$ cat config.mk
export PLATFORM = sky130hd
export DESIGN_NAME = bilbo_reg
export DESIGN_NICKNAME = d
export VERILOG_FILES = /design/src/rtl/bilbo_pkg.sv /design/src/rtl/bilbo_ctrl.sv /design/src/rtl/bilbo_dp.sv /design/src/rtl/bilbo_reg.sv
export SDC_FILE = /design/constraint.sdc
export NUM_CORES = 1
export LEC_CHECK = 0
export BUFFER_PORTS_ARGS = -buffer_cell sky130_fd_sc_hd__clkbuf_2
export CORE_AREA = 4 4 43 45
export DETAILED_ROUTE_END_ITERATION = 6
export DIE_AREA = 0 0 47 49
export PLACE_DENSITY = 0.75
export RECOVER_POWER = 100
export SLEW_MARGIN = 20
export SYNTH_ARGS = -nofsm -noshare
export SYNTH_HDL_FRONTEND = slang
export SYNTH_HIERARCHICAL = 1
export SYNTH_SLANG_ARGS = --single-unit
$ cat constraint.sdc
create_clock -name clk -period 3.3 [get_ports clk]
set_input_delay 0.165 -clock clk [delete_from_list [all_inputs] [get_ports clk]]
set_output_delay 0.165 -clock clk [all_outputs]
set_load 0.05 [all_outputs]
$ cat src/rtl/bilbo_pkg.sv
package bilbo_pkg;

  // Mode code is {ctlHi, ctlLo}
  typedef enum logic [1:0] {
    MODE_SCAN = 2'b00,
    MODE_GEN  = 2'b01,
    MODE_SIG  = 2'b10,
    MODE_LOAD = 2'b11
  } bilboMode_e;

  // Strobes from control to datapath
  typedef struct packed {
    logic loadSeed;  // force the generator seed
    logic loadPar;   // copy parallel inputs
    logic shiftEn;   // advance one place
    logic useFb;     // bit 0 takes feedback instead of scanIn
    logic mixPar;    // XOR parallel inputs into the shifted value
  } bilboStrobe_t;

endpackage

$ cat src/rtl/bilbo_ctrl.sv
module bilbo_ctrl
  import bilbo_pkg::*;
(
  input  logic         clk,
  input  logic         rstN,
  input  logic         ctlHi,
  input  logic         ctlLo,
  output bilboStrobe_t strobe
);

  bilboMode_e mode;
  logic       isGen;
  logic       inGen;   // previous cycle was generator mode

  always_comb mode = bilboMode_e'({ctlHi, ctlLo});
  assign isGen = (mode == MODE_GEN);

  always_ff @(posedge clk or negedge rstN) begin
    if (!rstN) inGen <= 1'b0;
    else       inGen <= isGen;
  end

  always_comb begin
    strobe = '0;
    case (mode)
      MODE_LOAD: strobe.loadPar = 1'b1;
      MODE_SCAN: strobe.shiftEn = 1'b1;
      MODE_SIG: begin
        strobe.shiftEn = 1'b1;
        strobe.useFb   = 1'b1;
        strobe.mixPar  = 1'b1;
      end
      MODE_GEN: begin
        strobe.loadSeed = !inGen;
        strobe.shiftEn  = inGen;
        strobe.useFb    = 1'b1;
      end
      default: strobe = '0;
    endcase
  end

endmodule

$ cat src/rtl/bilbo_dp.sv
module bilbo_dp
  import bilbo_pkg::*;
#(
  parameter int unsigned    W        = 8,
  parameter logic [W-1:0]   TAP_MASK = 8'h8E,
  parameter logic [W-1:0]   SEED     = 8'h01
) (
  input  logic         clk,
  input  logic         rstN,
  input  bilboStrobe_t strobe,
  input  logic [W-1:0] parIn,
  input  logic         scanIn,
  output logic [W-1:0] q
);

  logic         fbBit;
  logic         injectBit;
  logic [W-1:0] stepVal;

  assign fbBit     = ^(q & TAP_MASK);
  assign injectBit = strobe.useFb ? fbBit : scanIn;

  // One cell per stage: the shifted-in bit, optionally mixed with its response
  for (genvar i = 0; i < W; i++) begin : g_stage
    if (i == 0) begin : g_head
      assign stepVal[i] = injectBit ^ (strobe.mixPar & parIn[i]);
    end else begin : g_body
      assign stepVal[i] = q[i-1] ^ (strobe.mixPar & parIn[i]);
    end
  end

  always_ff @(posedge clk or negedge rstN) begin
    if (!rstN)                q <= '0;
    else if (strobe.loadSeed) q <= SEED;
    else if (strobe.loadPar)  q <= parIn;
    else if (strobe.shiftEn)  q <= stepVal;
  end

endmodule

$ cat src/rtl/bilbo_reg.sv
module bilbo_reg
  import bilbo_pkg::*;
#(
  parameter int unsigned    W        = 8,
  parameter logic [W-1:0]   TAP_MASK = 8'h8E,
  parameter logic [W-1:0]   SEED     = 8'h01
) (
  input  logic         clk,
  input  logic         rstN,
  input  logic         ctlHi,
  input  logic         ctlLo,
  input  logic [W-1:0] parIn,
  input  logic         scanIn,
  output logic [W-1:0] regOut,
  output logic         scanOut
);

  localparam int unsigned LAST = W - 1;

  bilboStrobe_t strobe;

  bilbo_ctrl i_ctrl (
    .clk    (clk),
    .rstN   (rstN),
    .ctlHi  (ctlHi),
    .ctlLo  (ctlLo),
    .strobe (strobe)
  );

  bilbo_dp #(.W(W), .TAP_MASK(TAP_MASK), .SEED(SEED)) i_dp (
    .clk    (clk),
    .rstN   (rstN),
    .strobe (strobe),
    .parIn  (parIn),
    .scanIn (scanIn),
    .q      (regOut)
  );

  assign scanOut = regOut[LAST];

endmodule

==> key figures, run 1 <==
CTS
  – CTS buffer count: 3
  – Clock transition at path regs: 0.07 ns
  – H-tree depth: 1
  – Clock Latency Late Sink: 0.26 ns
  – Setup Fix Bufs, Post-CTS: 0
  – Sink Count: 9
  – CTS tree: yes
  – Root Driver: clkbuf_4
  – CTS resizes: 0
  – Max Buffers Root-to-Sink: 2

Synth
  – Synth Area in XOR/XNOR: 3.54%
  – Area leader, netlist: dfrtp_1
  – Mux contribution to synthesized area: 0%
  – Synth top area cells: dfrtp_1, nor3_1, o211a_1
  – Synthesized net count: 115
  – Synth Instances: 98
  – Share of the synthesized area in the top cell type: 30.3%
  – Yosys warnings: 6
  – Synth Area in Adders: 6.73%
  – Register bit count reported by yosys: 9
  – Syn Area/Cell: 7.58 um^2
  – Sequential area share after synthesis: 30.3%
  – Synth Area in Compound Gates: 20.0%
  – Post-Synth Simple-Gate Area: 29.8%
  – Mapped Area: 743 um^2
  – Count of cell types in the netlist: 20
  – Largest family of logic cells by synthesized area: simple AND/OR/NAND/NOR gates

Power and ir drop
  – PwrDens: 531 nW/um^2
  – Clock power share: 19.5%
  – Sw frac: 47.7%
  – Pleak: 0.000433 uW
  – Pint: 238 uW
  – Combinational share of power: 46.4%
  – Worst VDD drop: 274 uV
  – Sw Pwr: 217 uW
  – Reg power frac: 34.1%

Global route
  – Largest net degree at the start of global routing: 24
  – First-pass GRT wire length: 2.82 mm
  – GRT Total Usage: 16.1%
  – Final global-route overflow total: 0
  – Vias in the first global route: 657
  – Initial antenna violation count: 0

Layout
  – Final Cell Area: 858 um^2
  – P&R area growth vs syn: 15.5%
  – Layout cells sized above 1: 11.9%
  – Fillers: 154
  – Antenna diodes: 0
  – Area taken by multi-input logic gates: 442 um^2
  – Reg area: 225 um^2
  – Final cell count without fillers: 134
  – Nets: 136

Placement
  – DP HPWL: 1.27 mm
  – GP Congestion: 0.792
  – Port bufs: 21
  – Placed instance count: 129
  – Placed cell area: 846 um^2
  – Place WS: 1.07 ns

Setup path
  – Setup slack, reg-to-reg: 1.12 ns
  – Setup crit end kind: flop
  – Worst EP arrival: 2.60 ns
  – Worst Path Required: 3.44 ns
  – R2R depth: 7
  – R2R Path End: i_dp/q[0]
  – Critical path class: in2reg
  – Startpoint types: input port
  – Reg-to-reg critical path startpoint: i_ctrl/inGen
  – Worst Path Max Fanout: 23

Route
  – Total Wirelength: 1.78 mm
  – Vias/cell: 5.66
  – Routed len/inst: 13.3 um
  – DRC violations left: 0
  – Iter 0 DRT Violations: 13
  – Vias: 759
  – First-pass iteration count of the detailed router: 4
  – Antenna viol nets, final: 0

STA
  – Fin. max-slew vios: 0
  – Setup TNS: 0 ns
  – RSZ-0062 raised after global routing: false
  – Final setup violation count: 0
  – Crit share post-route: 74.7%
  – Normalized max-slew margin: 42.2%
  – Clock skew: 0.00191 ns
  – Final Worst Setup Slack: 0.835 ns
  – Peak Freq: 406 MHz
  – Hold Fails Final Rpt: 0
  – Worst-Margin Slew: 0.867 ns
  – Fin crit period: 2.46 ns

Die
  – Initial Utilization: 50.5%
  – Die height: 49 um
  – Std-Cell Core Area: 1470 um^2
  – Die W: 47 um
  – # rows: 14
  – Ports: 22
  – Die ar.: 2300 um^2

Status
  – Status: completed

Hold path
  – Hold/Removal Path Class: in2reg
  – Hold Crit Start: parIn[7]
  – Hold Path End: i_dp/q[7]
  – Hold Crit Depth: 3

Run
  – Maxcap violations: 0
==> state kept, by name, summed over array words and instances, names as in the netlist <==
register      count
i_dp/q            8
i_ctrl/inGen      1
==> worst max-delay path: stages <==
cell       delay [ns]
clkbuf_1         0.10
inv_1            0.09
ha_1             0.51
a211oi_1         0.11
nor2_1           0.11
clkbuf_1         0.67
or2b_1           0.32
nor3b_1          0.23
o2111ai_1        0.13
nor4b_1          0.16
==> metal layers <==
metal	vias up	track usage, %	wire [um]
li1	378	-	-
met1	356	20.1	786
met2	23	26.0	870
met3	2	5.90	119
met4	0	3.23	4
met5	-	0	0
==> power groups by stage <==
stage / sequential (uW) / combinational (uW) / clock [uW]
floorplan: 218 / 105 / 0
global placement: 156 / 214 / 0
detailed placement: 157 / 217 / 0
CTS: 155 / 219 / 92.1
global route: 158 / 229 / 96.8
finish: 155 / 211 / 89.0
==> cells in the mapped netlist <==
cell        n
or2b_1      1
clkbuf_1    6
nor4b_1     1
nand3_1     7
xor2_1      1
or2_2       2
a211oi_2    1
a21oi_1     8
nor3b_1     1
ha_1        4
o211a_1     7
inv_1      11
nor2b_1     3
nor2_1     15
o2111ai_1   1
xnor2_1     2
buf_4       1
a2111oi_0   2
dfrtp_1     9
nor3_1     15
==> stage by stage <==
| stage | utilization [%] | total power, uW | hold slack (ns) |
|---|---|---|---|
| CTS | 59.9 | 467 | 0.163 |
| detailed placement | 57.5 | 374 | 0.0417 |
| floorplan | - | 323 | -0.131 |
| finish | 58.3 | 456 | 0.169 |
| global placement | 57.5 | 370 | 0.0389 |
| global route | 58.3 | 484 | 0.167 |
==> cell families after synthesis <==
group                      count (synthesis)
DFF                                        9
adders and majority gates                  4
buffers and inverters                     18
and+or+nand+nor                           45
xor gates and xnor gates                   3
AOI/OAI and AO/OA                         19
==> what timing repair did <==
action / in CTS / in global routing
endpoints found under the hold margin: 9 / 0
hold buffers: 1 / 0
endpoints found under the setup margin: 0 / 0
==> cell type report <==
class                   count  share of cell area, %
flip-flops and latches      9                   26.2
multi-input cells          71                   51.5
repair buffers             23                   12.1
clock buffers               4                   3.06
inverters                  11                   4.81
well taps                  16                   2.33
==> cells in the final DEF (no fill, tap or decap), types with 2 or more instances in the layout <==
master / synthesis / final
a2111oi_0: 2 / 2
a21oi_1: 8 / 8
clkbuf_1: 6 / 14
clkbuf_2: 0 / 9
clkbuf_4: 0 / 3
dfrtp_1: 9 / 9
ha_1: 4 / 4
inv_1: 11 / 11
nand3_1: 7 / 7
nor2_1: 15 / 15
nor2b_1: 3 / 3
nor3_1: 15 / 15
o211a_1: 7 / 7
or2_2: 2 / 2
xnor2_1: 2 / 2
==> how the worst max path moves through the flow <==
stage / from / endpoint / slack [ns] / cells after the start
final: ctlLo / i_dp/q[0] / 0.84 / 10
after global routing: ctlLo / i_dp/q[0] / 0.64 / 10
after CTS: ctlLo / i_dp/q[0] / 1.33 / 10
after floorplan: i_dp/q[1] / i_dp/q[0] / 1.70 / 4
after detailed placement: ctlLo / i_dp/q[0] / 1.07 / 10
after global placement: ctlLo / i_dp/q[0] / 1.21 / 10
(Power assumes the default switching activity.)
==> inputs of run 2 (changes only) <==
Settings changed: ABC_AREA set to 1, PLACE_DENSITY 0.75 to 0.69.
Clock period 3.3 ns to 2.5 ns, I/O delays scaled along.
==> run 2 against run 1 <==
Net effect: combinational power rose by 52%; wire length fell by 19%; synthesized cell count fell by 6.1%; cell count fell by 1.5%; power rose by 38%; die area did not move; area after synthesis fell by 11%; core utilization fell by 4.6 points; sequential cell count did not move; clock skew barely moved; non-clock buffer count fell by 1; critical path depth fell by 3; largest cell class unchanged; highest routed layer unchanged.
==> key figures, run 2 <==
Setup path
  – Critical path's slowest cell: ha_1
  – CP Cell Sequence: clkbuf_1 -> ha_1 -> a21oi_1 -> nor2_2 -> nor2_1 -> inv_1 -> o22ai_1
  – Worst Path Max Fanout: 11 (-52%)
  – Worst EP arrival: 1.40 ns (-1.20 ns)
  – CP max stage delay: 0.50 ns (-0.17 ns)
  – Startpoint types: input port
  – Worst Path Required: 2.63 ns (-0.81 ns)
  – Critical path class: in2reg
  – Setup crit end kind: flop

Global route
  – Final global-route overflow total: 0 (unchanged)
  – Vias in the first global route: 591 (-10%)
  – Largest net degree at the start of global routing: 12 (-50%)
  – GRT Total Usage: 13.8% (-2.4 points)
  – Initial antenna violation count: 0 (unchanged)
  – First-pass GRT wire length: 2.30 mm (-18%)

Synth
  – Mux contribution to synthesized area: 0% (unchanged)
  – Share of the synthesized area in the top cell type: 34.0% (+3.7 points)
  – Most used DFF post-synth: dfrtp_1
  – Synth Instances: 92 (-6.1%)
  – Synth Area in Adders: 7.56% (+0.83 points)
  – Post-Synth Simple-Gate Area: 28.9% (-0.88 points)
  – Commonest cells post-synth: nand2_1, inv_1, nor2_1, dfrtp_1
  – Count of cell types in the netlist: 15 (-25%)
  – Syn Area/Cell: 7.19 um^2 (-5.1%)
  – Post-synth EDFFs: 0 (unchanged)
  – Asr flop ratio synth: 100% (unchanged)
  – Synth Area in Compound Gates: 7.37% (-13 points)
  – Synth Area in XOR/XNOR: 9.26% (+5.7 points)
  – Area leader, netlist: dfrtp_1
  – Synth top area cells: dfrtp_1, nand2_1, xor2_1
  – Sequential area share after synthesis: 34.0% (+3.7 points)
  – Top-count cell post-synth: nand2_1
  – Register bit count reported by yosys: 9 (unchanged)
  – Largest family of logic cells by synthesized area: simple AND/OR/NAND/NOR gates
  – Yosys warnings: 6 (unchanged)
  – Synthesized net count: 109 (-5.2%)
  – Mapped Area: 662 um^2 (-11%)

STA
  – Clock skew: 0.00211 ns (+0.000202 ns)
  – RSZ-0062 raised after global routing: false
  – Normalized max-slew margin: 60.0% (+18 points)
  – Crit share post-route: 50.8%
  – Worst-Margin Slew: 0.603 ns (-0.264 ns)
  – Fin crit period: 1.27 ns
  – Hold Fails Final Rpt: 0 (unchanged)
  – Peak Freq: 787 MHz
  – Fin. max-slew vios: 0 (unchanged)
  – Setup TNS: 0 ns (unchanged)
  – Final setup violation count: 0 (unchanged)

Route
  – DRC violations left: 0 (unchanged)
  – Routed len/inst: 10.9 um (-18%)
  – Total Wirelength: 1.44 mm (-19%)
  – First-pass iteration count of the detailed router: 4 (unchanged)
  – Antenna viol nets, final: 0 (unchanged)
  – Vias: 641 (-16%)
  – Vias/cell: 4.86 (-14%)
  – Iter 0 DRT Violations: 11 (-2)

Layout
  – Area taken by multi-input logic gates: 352 um^2 (-20%)
  – Antenna diodes: 0 (unchanged)
  – P&R area growth vs syn: 19.5%
  – Layout cells sized above 1: 15.5% (+3.7 points)
  – Top Registers: i_dp/q (8), i_ctrl/inGen (1)
  – Nets: 134 (-1.5%)
  – Max reg flops: 8 (unchanged)
  – Biggest register: i_dp/q
  – Reg area: 225 um^2 (unchanged)
  – Commonest non-fill, non-tap cell in the layout: nand2_1
  – Fillers: 169 (+9.7%)
  – Most frequent cells in the layout: nand2_1, inv_1, nor2_1

CTS
  – Root Driver: clkbuf_4
  – Max Buffers Root-to-Sink: 2 (unchanged)
  – Setup Fix Bufs, Post-CTS: 0 (unchanged)
  – Clock transition at path regs: 0.06 ns (about the same)
  – Sink Count: 9 (unchanged)
  – CTS resizes: 0 (unchanged)
  – CTS tree: yes
  – CTS buffer count: 3 (unchanged)
  – H-tree depth: 1 (unchanged)
  – Clock Latency Late Sink: 0.25 ns (about the same)
  – CTS Hold Buffers Added: 1 (unchanged)

Power and ir drop
  – Worst VDD drop: 373 uV (+36%)
  – Final Power: 630 uW (+38%)
  – PwrDens: 796 nW/um^2 (+50%)
  – Pleak: 0.000444 uW (+2.6%)

Placement
  – GP Congestion: 0.730 (-7.9%)
  – Port bufs: 21 (unchanged)
  – DP HPWL: 1.15 mm (-9.4%)

Die
  – Die ar.: 2300 um^2 (unchanged)
  – Std-Cell Core Area: 1470 um^2 (unchanged)
  – Die W: 47 um (unchanged)
  – # rows: 14 (unchanged)
  – Initial Utilization: 45.0% (-5.5 points)
  – Die height: 49 um (unchanged)
  – Ports: 22 (unchanged)

Status
  – Status: completed

Hold path
  – Hold/Removal Path Class: in2reg

Run
  – Maxcap violations: 0 (unchanged)
-- run 2: power breakdown --
part	internal (uW)	leakage [uW]	switching (uW)
registers	176	0.000115	24.0
logic	81.1	0.000314	239
clock network	61.4	0.0000150	48.8
total	318	0.000444	311
-- run 2: cells by family after synthesis --
group	after synthesis
AND/OR/NAND/NOR	45
buffers and inverters	19
flip-flops	9
AO/OA/AOI/OAI	8
XOR/XNOR	7
adder cells (fa/ha/maj)	4
-- run 2: worst paths after layout --
path,from,to,slack [ns],cells past startpoint
worst max register to register,i_ctrl/inGen,i_dp/q[4],1.31,6
min in group asynchronous,rstN,i_dp/q[5],0.37,2
worst max-delay path,ctlHi,i_dp/q[4],1.23,7
worst min-delay path,ctlLo,i_ctrl/inGen,0.21,2
max in group asynchronous,rstN,i_ctrl/inGen,1.78,2
worst min register to register,i_dp/q[4],i_dp/q[4],0.59,2
-- run 2: layout make-up --
| cell class | instances | area share [%] |
|---|---|---|
| flip-flops and latches | 9 | 28.5 |
| repair buffers | 22 | 12.8 |
| inverters | 17 | 8.39 |
| multi-input cells | 64 | 44.5 |
| well taps | 16 | 2.53 |
| clock buffers | 4 | 3.32 |
-- run 2: critical path: cells and delay by family --
family	cells	cell delay [ns]
and+or+nand+nor	2	0.23
AOI/OAI and AO/OA	2	0.23
adders and majority gates	1	0.50
buffers and inverters	2	0.31
-- run 2: routing by layer --
layer	track usage, %	up-vias	share of wire (%)
met3	0	2	4.2
met4	9.68	0	1.3
met5	0	-	0
met1	15.7	294	41
li1	-	331	-
met2	23.3	14	54
-- run 2: stage by stage --
step                      instances  hold WS, ns  setup WS [ns]  instance area (um^2)  util [%]
after CTS                       132        0.208           1.27                   805      54.7
after global placement          127     -0.00570           1.06                   768      52.2
after global routing            132        0.242           1.08                   791      53.7
after detailed placement        127     -0.00345          0.990                   768      52.2
final                           132        0.210           1.23                   791      53.7
after floorplan                  92       -0.171           1.13                   662         -
